`config.mk`:
```
export PLATFORM = sky130hd
export DESIGN_NAME = chg_seq
export DESIGN_NICKNAME = d
export VERILOG_FILES = /design/src/rtl/chg_seq_pkg.sv /design/src/rtl/chg_tick_timer.sv /design/src/rtl/chg_foldback.sv /design/src/rtl/chg_seq.sv
export SDC_FILE = /design/constraint.sdc
export NUM_CORES = 1
export LEC_CHECK = 0
export ABC_AREA = 1
export BUFFER_PORTS_ARGS = -buffer_cell sky130_fd_sc_hd__buf_2
export CAP_MARGIN = 20
export CORE_AREA = 3 3 75 77
export DETAILED_ROUTE_END_ITERATION = 8
export DIE_AREA = 0 0 78 80
export PLACE_DENSITY = 0.82
export SYNTH_ARGS = -nofsm -noshare
export SYNTH_HDL_FRONTEND = slang
export SYNTH_SLANG_ARGS = --single-unit
```
`constraint.sdc`:
```
create_clock -name clk -period 2.4 [get_ports clk]
set_clock_uncertainty 0.1 [all_clocks]
set_input_delay 0.24 -clock clk [delete_from_list [all_inputs] [get_ports clk]]
set_output_delay 0.24 -clock clk [all_outputs]
set_load 0.05 [all_outputs]
```
`src/rtl/chg_seq_pkg.sv`:
```
package chg_seq_pkg;
    typedef enum logic [2:0] {
        ST_IDLE = 3'd0,
        ST_PRE  = 3'd1,
        ST_CC   = 3'd2,
        ST_CV   = 3'd3,
        ST_DONE = 3'd4,
        ST_SAFE = 3'd5,
        ST_TERM = 3'd6
    } chg_state_t;
endpackage

```
`src/rtl/chg_tick_timer.sv`:
```
module chg_tick_timer #(
    parameter int RELOAD = 8192
) (
    input  logic clk,
    input  logic rst_n,
    input  logic tick,
    input  logic load,
    input  logic clear,
    output logic expired
);
    localparam int W = $clog2(RELOAD + 1);

    logic [W-1:0] cnt;

    always_ff @(posedge clk or negedge rst_n) begin
        if (!rst_n)
            cnt <= '0;
        else if (clear)
            cnt <= '0;
        else if (load)
            cnt <= W'(RELOAD);
        else if (tick && cnt != '0)
            cnt <= cnt - 1'b1;
    end

    assign expired = (cnt == '0);

    p_count_bound_r9: assert property (@(posedge clk) disable iff (!rst_n)
        cnt <= W'(RELOAD));
endmodule

```
`src/rtl/chg_foldback.sv`:
```
module chg_foldback #(
    parameter int CODE_W      = 4,
    parameter int DWELL_TICKS = 8192
) (
    input  logic              clk,
    input  logic              rst_n,
    input  logic              tick,
    input  logic              active,
    input  logic              hot,
    input  logic              cool,
    input  logic [CODE_W-1:0] max_code,
    output logic [CODE_W-1:0] code
);
    localparam logic [CODE_W-1:0] ONE = CODE_W'(1);

    logic [CODE_W-1:0] ceil_code;
    logic              dwell_done;
    logic              step_dn;
    logic              step_up;

    assign ceil_code = (max_code == '0) ? ONE : max_code;
    assign step_dn   = active && hot && dwell_done && (code > ONE);
    assign step_up   = active && !hot && cool && dwell_done && (code < ceil_code);

    chg_tick_timer #(.RELOAD(DWELL_TICKS)) u_dwell (
        .clk     (clk),
        .rst_n   (rst_n),
        .tick    (tick),
        .load    (step_dn || step_up),
        .clear   (!active),
        .expired (dwell_done)
    );

    always_ff @(posedge clk or negedge rst_n) begin
        if (!rst_n)
            code <= ONE;
        else if (!active)
            code <= ceil_code;
        else if (step_dn)
            code <= code - ONE;
        else if (step_up)
            code <= code + ONE;
    end

    p_code_floor_r6: assert property (@(posedge clk) disable iff (!rst_n)
        active |-> code >= ONE);
    p_code_ceiling_r7: assert property (@(posedge clk) disable iff (!rst_n)
        active |-> code <= ceil_code);
    p_single_step_r6: assert property (@(posedge clk) disable iff (!rst_n)
        (active && $past(active)) |->
        (code == $past(code) || code == $past(code) + ONE || code + ONE == $past(code)));
endmodule

```
`src/rtl/chg_seq.sv`:
```
module chg_seq
    import chg_seq_pkg::*;
#(
    parameter int CODE_W      = 4,
    parameter int DWELL_TICKS = 8192,
    parameter int SAFE_TICKS  = 32768
) (
    input  logic              clk,
    input  logic              rst_n,
    input  logic              tick,
    input  logic              supply_ok,
    input  logic              enable,
    input  logic              bat_low,
    input  logic              bat_full,
    input  logic              taper_done,
    input  logic              bat_uv,
    input  logic              bat_ov,
    input  logic              temp_hot,
    input  logic              temp_cool,
    input  logic [CODE_W-1:0] max_code,
    output logic [CODE_W-1:0] iset,
    output logic [2:0]        phase,
    output logic              fault_uv,
    output logic              fault_ov,
    output logic              irq_start,
    output logic              irq_fault
);
    chg_state_t        state, state_nx;
    logic              run;
    logic              fault;
    logic              in_reg;
    logic              safe_done;
    logic              enter_safe;
    logic              keep_flags;
    logic [CODE_W-1:0] fold_code;

    assign run        = supply_ok && enable;
    assign fault      = bat_uv || bat_ov;
    assign in_reg     = (state == ST_CC) || (state == ST_CV);
    assign enter_safe = (state_nx == ST_SAFE) && (state != ST_SAFE);
    assign keep_flags = (state_nx == ST_SAFE) || (state_nx == ST_TERM);

    // next-state logic
    always_comb begin
        state_nx = state;
        if (!run) begin
            state_nx = ST_IDLE;
        end else begin
            unique case (state)
                ST_IDLE: state_nx = bat_low ? ST_PRE : ST_CC;
                ST_PRE:  if (fault) state_nx = ST_SAFE;
                         else if (!bat_low) state_nx = ST_CC;
                ST_CC:   if (fault) state_nx = ST_SAFE;
                         else if (bat_full) state_nx = ST_CV;
                ST_CV:   if (fault) state_nx = ST_SAFE;
                         else if (taper_done) state_nx = ST_DONE;
                ST_DONE: state_nx = ST_DONE;
                ST_SAFE: if (safe_done) state_nx = fault ? ST_TERM : ST_PRE;
                ST_TERM: state_nx = ST_TERM;
                default: state_nx = ST_IDLE;
            endcase
        end
    end

    // state register
    always_ff @(posedge clk or negedge rst_n) begin
        if (!rst_n)
            state <= ST_IDLE;
        else
            state <= state_nx;
    end

    chg_tick_timer #(.RELOAD(SAFE_TICKS)) u_safe_tmr (
        .clk     (clk),
        .rst_n   (rst_n),
        .tick    (tick),
        .load    (enter_safe),
        .clear   (1'b0),
        .expired (safe_done)
    );

    chg_foldback #(.CODE_W(CODE_W), .DWELL_TICKS(DWELL_TICKS)) u_fold (
        .clk      (clk),
        .rst_n    (rst_n),
        .tick     (tick),
        .active   (in_reg),
        .hot      (temp_hot),
        .cool     (temp_cool),
        .max_code (max_code),
        .code     (fold_code)
    );

    // registered flag outputs
    always_ff @(posedge clk or negedge rst_n) begin
        if (!rst_n) begin
            irq_start <= 1'b0;
            irq_fault <= 1'b0;
            fault_uv  <= 1'b0;
            fault_ov  <= 1'b0;
        end else begin
            irq_start <= (state == ST_IDLE) && (state_nx != ST_IDLE);
            irq_fault <= enter_safe;
            if (!keep_flags) begin
                fault_uv <= 1'b0;
                fault_ov <= 1'b0;
            end else if (enter_safe) begin
                fault_uv <= bat_uv;
                fault_ov <= bat_ov;
            end
        end
    end

    // setpoint and phase decode
    always_comb begin
        unique case (state)
            ST_PRE:        iset = CODE_W'(1);
            ST_CC, ST_CV:  iset = fold_code;
            default:       iset = '0;
        endcase
    end
    assign phase = state;

    p_drop_to_idle_r3: assert property (@(posedge clk) disable iff (!rst_n)
        !run |=> phase == 3'(ST_IDLE));
    p_safe_no_current_r8: assert property (@(posedge clk) disable iff (!rst_n)
        (state == ST_SAFE || state == ST_TERM) |-> iset == '0);
    p_fault_irq_state_r8: assert property (@(posedge clk) disable iff (!rst_n)
        irq_fault |-> state == ST_SAFE);
    p_start_irq_from_idle_r2: assert property (@(posedge clk) disable iff (!rst_n)
        irq_start |-> $past(state) == ST_IDLE);
    p_term_sticky_r9: assert property (@(posedge clk) disable iff (!rst_n)
        (state == ST_TERM && run) |=> state == ST_TERM);
endmodule

```
---- Word level (Yosys, flattened, before mapping) ----
Cells that the tools add are included.
cells by class
  add/sub/neg operators ................... 4
  $mul .................................... 0
  divide/modulo/power cells ............... 0
  order comparisons ....................... 2
  eq/ne operators ......................... 12
  shifts and indexed selects .............. 0
  muxes and demuxes ....................... 25
  bitwise logic cells ..................... 0
  reduce and logical (&&, ||, !) cells .... 26
operator list
  kind                     count
  $mux W14                 3
  $mux W16                 2
  $mux W3                  9
  $pmux W3 S7              1
  $logic_not A16 Y1        1
  $mux W4                  4
  $reduce_bool A16 Y1      1
  $sub A16 B1 Y16 const B  1
  $eq A3 B3 Y1 const B     5
  $logic_not A14 Y1        1
  $reduce_bool A14 Y1      1
  $sub A14 B1 Y14 const B  1
  $logic_and A1 B1 Y1      12
  $ne A3 B3 Y1 const B     3
  $pmux W4 S2              1
  $eq A3 B2 Y1 const B     2
  $add A4 B1 Y4 const B    1
  $gt A4 B1 Y1 const B     1
  $logic_not A4 Y1         1
  $logic_or A1 B1 Y1       4
  $lt A4 B4 Y1             1
  $mux W1                  4
  $sub A4 B1 Y4 const B    1
  $eq A3 B1 Y1 const B     1
  other kinds (7)          7
word-level totals
  flip-flop bits (word level) ............. 41
  latch bits .............................. 0
  memory bits (writable) .................. 0
  bits in read-only memories .............. 0
  output and inout bits ................... 11
  logic and storage cells ................. 77
  memories kept ........................... 0

---- Longest topological paths before layout ----
  word-level depth ........................ 9
  mapped depth ............................ 13

---- Hierarchy ----
A second synthesis with hierarchy kept.
unflattened totals
  cell total of the unflattened synthesis .. 470
  area, all modules ....................... 3141.8 um^2
modules (own cells, without submodules)
  module                           instances  cells each  area each (um^2)  sequential area each (um^2)
  chg_tick_timer (u_safe_tmr)      1          156         1037.2            400.4
  chg_tick_timer (u_fold.u_dwell)  1          140         980.9             350.3
  chg_seq                          1          93          594.3             175.2
  chg_foldback                     1          81          529.3             101.3

---- Least setup slack after synthesis ----
Ideal clock, no wire load.
  path kind ............................... flip-flop to output port
  start point ............................. reg state[1] (netlist: phase[1])
  end point ............................... out iset[0]
  arrival time ............................ 2.447 ns
  path slack .............................. -0.387 ns
  cell stages (with the launch flop) ...... 7
  path through ............................ dfrtp_1 > nand2_1 > nor2_2 > inv_2 > nand2_2 > clkinv_1 > o21ai_0
on the way
  word-level cells in the longest chain between the ends .. 3
  elaborated cells between the ends (all ways) .. 5
RTL lines
  item                    line            text
  from (decl)             chg_seq.sv:28   chg_state_t state, state_nx;
  from (signal assigned)  chg_seq.sv:70   state <= state_nx;
  $eq A3 B2 Y1            chg_seq.sv:115  unique case (state)
  $reduce_or A2 Y1        chg_seq.sv:115
  $pmux W4 S2 (*)         chg_seq.sv:115
  to (decl)               chg_seq.sv:21   output logic [CODE_W-1:0] iset,
Mark *: on every way between the ends. The rest lies on a longest branch, timed or not.

---- Worst setup path after layout ----
  start point ............................. reg state[2] (netlist: phase[2])
  end point ............................... out iset[0]
Same word-level chain as after synthesis.

==> impl_metrics.toml <==
[clock_tree]
worstSkewPairLatency_ns = 0.30
clock_sinks = 41
clockRootBuffer = "clkbuf_8"
clock_path_buffers = 2
path_clk_slew_ns = 0.09
cts_tree = "done"
numCtsBuffers = 5
cts_max_level = 2

[floorplanning]
core_mm2 = 0.00507
io-pin-count = 27
die_w_um = 78
rows = 26
die_y_um = 80
initial_core_util = 0.543
die_area_mm2 = 0.00624

[setup_path]
startpoint_type = "register"
startpoint = "phase[2]"
critPathRequiredTime_ns = 2.06
crit_type = "register to primary output"
crit_fanout = 13
rrSetupSlack_ns = 0.26
end_kind = "primary output"
r2r-start = "u_fold.u_dwell.cnt[0]"
cp_data_arrival_time_ns = 1.87

[synth]
synthMuxAreaShare = 0
synth_compound_area_frac = 0.0345
synth_seq_cells = 41
syn_area_mm2 = 0.00276
ys_seq_area_frac = 0.373
yosysWarningCount = 0
synth.avg_cell_area_um2 = 7.00
netlist_instances = 394
syn-num-nets = 419
synthAdderAreaFrac = 0.0408
synth_top_family_by_area = "simple AND/OR/NAND/NOR gates"
synth-xor-area-share = 0.0635
synthDistinctLibCells = 32
yosys.area_share.simple = 0.397

[finish]
insertedDiodeCount = 0
fin_nets = 452
drive_above_1_share = 0.143
postLayoutCoreUtil = 0.615
area_growth_pct = 13.1
fin_area_mm2 = 0.00312

[grt]
grt_pass1_vias = 2395
use_met2 = 0.331
busiest_layer = "met2"
grtUsageTotal = 0.198
met1_usage = 0.254
gr-total-overflow = 0
grt_pass1_wl_mm = 10.0
use_met3 = 0.0350
grt_max_degree = 42
grt_antenna_before_repair = 0

[placed_design]
io_buffers = 26
place_ws_ns = 0.269
place_area_mm2 = 0.00297
dp_hpwl_mm = 4.21
gp_congestion = 0.888

[worst_hold_path]
worstHoldStart = "bat_ov"
hold_path_class = "input pin to register"

[timing]
fmaxAchievable_mhz = 452
fin_crit_ns = 2.21
min_period_over_period = 0.921
rsz0062_at_grt = "false"
setup_viol = 0
maxSlewViolCount = 0
finalHoldViolCount = 0
slew_headroom = 0.394
fin_tns_setup_ns = 0
finalWorstSetupSlack_ns = 0.190
tightest_slew_ns = 0.909

[detailed_routing]
wirelength_mm = 5.65
dr.pass1.iters = 4
vias_per_cell = 5.04
drtIter0Drc = 178
postRouteAntennaNets = 0
drc = 0
avgRoutedWirePerCell_um = 11.3
via_count = 2511

[run]
max_cap_violations = 0

[power_and_ir_drop]
leakage_nw = 1.73
ir_worst_vdd_uv = 559
powerDensity_mw_per_mm2 = 762
power.total_mw = 2.38

[outcome]
status = "finished, final reports clean"
layer usage:
layer / up-vias / share of wire
met1: 1148 / 0.48
met5: - / 0
li1: 1299 / -
met4: 0 / 0.016
met3: 10 / 0.040
met2: 54 / 0.47
where the power goes:
part / switching (mW) / internal, mW
registers: 0.135 / 0.824
clock network: 0.244 / 0.413
logic: 0.459 / 0.301
registers in the layout, indices dropped and copies added, names as in the netlist:
register	flops
phase	3
irq_fault	1
fault_ov	1
fault_uv	1
u_safe_tmr.cnt	16
u_fold.u_dwell.cnt	14
irq_start	1
u_fold.code	4
path summary, 6_finish.rpt:
check                                  to  depth (start not counted)
max                               iset[0]                          6
min                              fault_ov                          3
max reg2reg                u_fold.code[2]                         10
min reg2reg                      fault_ov                          2
max in group asynchronous  u_fold.code[2]                          2
min in group asynchronous        fault_ov                          2
final cells by class:
class                   count  area (µm²)
repair buffers             30         163
fillers                   472        1960
inverters                  58         219
flip-flops and latches     41        1030
well taps                  70        87.6
multi-input cells         291        1490
clock buffers               5        68.8
clock inverters             3        65.1
synth_stat cells (all sizes together):
cell type	n	area, µm²
buf	4	35.0
nand2	106	405
dfrtp	40	1000
dfstp	1	26.3
nor3	12	70.1
nand4	12	75.1
inv	57	214
o21ai	10	50.1
a21oi	6	30.0
xor2	17	149
nor2	65	259
nor4	2	12.5
nand3	35	180
xnor2	3	26.3
o211ai	1	7.51
clkinv	1	3.75
or2	8	50.1
nand3b	3	35.0
nor3b	1	7.51
ha	9	113
o21bai	1	7.51
layout by cell type, fill, tap and decap left out, types with 2 or more instances in the layout:
cell type and n:
xor2_1 17, nor3_2 2, nor2_2 3, nor2_1 61, nor3_1 10, or2_1 2
clkbuf_8 5, nor4_1 2, bufinv_16 2, a21oi_1 6, nand4_1 12, xnor2_1 3
nand3b_1 2, clkinv_2 2, nand2_1 102, nand3_1 34, inv_1 53, buf_4 3
nand2_2 3, inv_2 4, buf_2 26, dfrtp_1 40, or2_2 5, ha_1 9
o21ai_0 9
critical path, cell delays in order, from the launching register on:
cell,delay [ns]
dfrtp_1,0.45
inv_1,0.20
nand3_1,0.18
nand2_4,0.19
clkinv_2,0.16
o21ai_2,0.13
buf_2,0.27
logic make-up (layout without fill, tap and decap cells):
group | after synthesis | count (layout)
and+or+nand+nor | 244 | 244
buffers and inverters | 62 | 96
DFF | 41 | 41
xor gates and xnor gates | 20 | 20
AOI/OAI and AO/OA | 18 | 18
adders and majority gates | 9 | 9
metrics by stage:
step	hold WS, ns	instances
after floorplan	-0.156	394
after global placement	0.306	489
after detailed placement	0.314	489
after CTS	0.0682	498
after global routing	0.0721	498
final	0.0742	498
what timing repair did:
item                       in CTS  in global routing
setup endpoints to repair       1                  4
gates resized for setup         1                  2
hold endpoints to repair       20                  0
hold buffers                    1                  0
buffers inserted                0                  0
No activity file was read; power rests on OpenSTA's default activity.
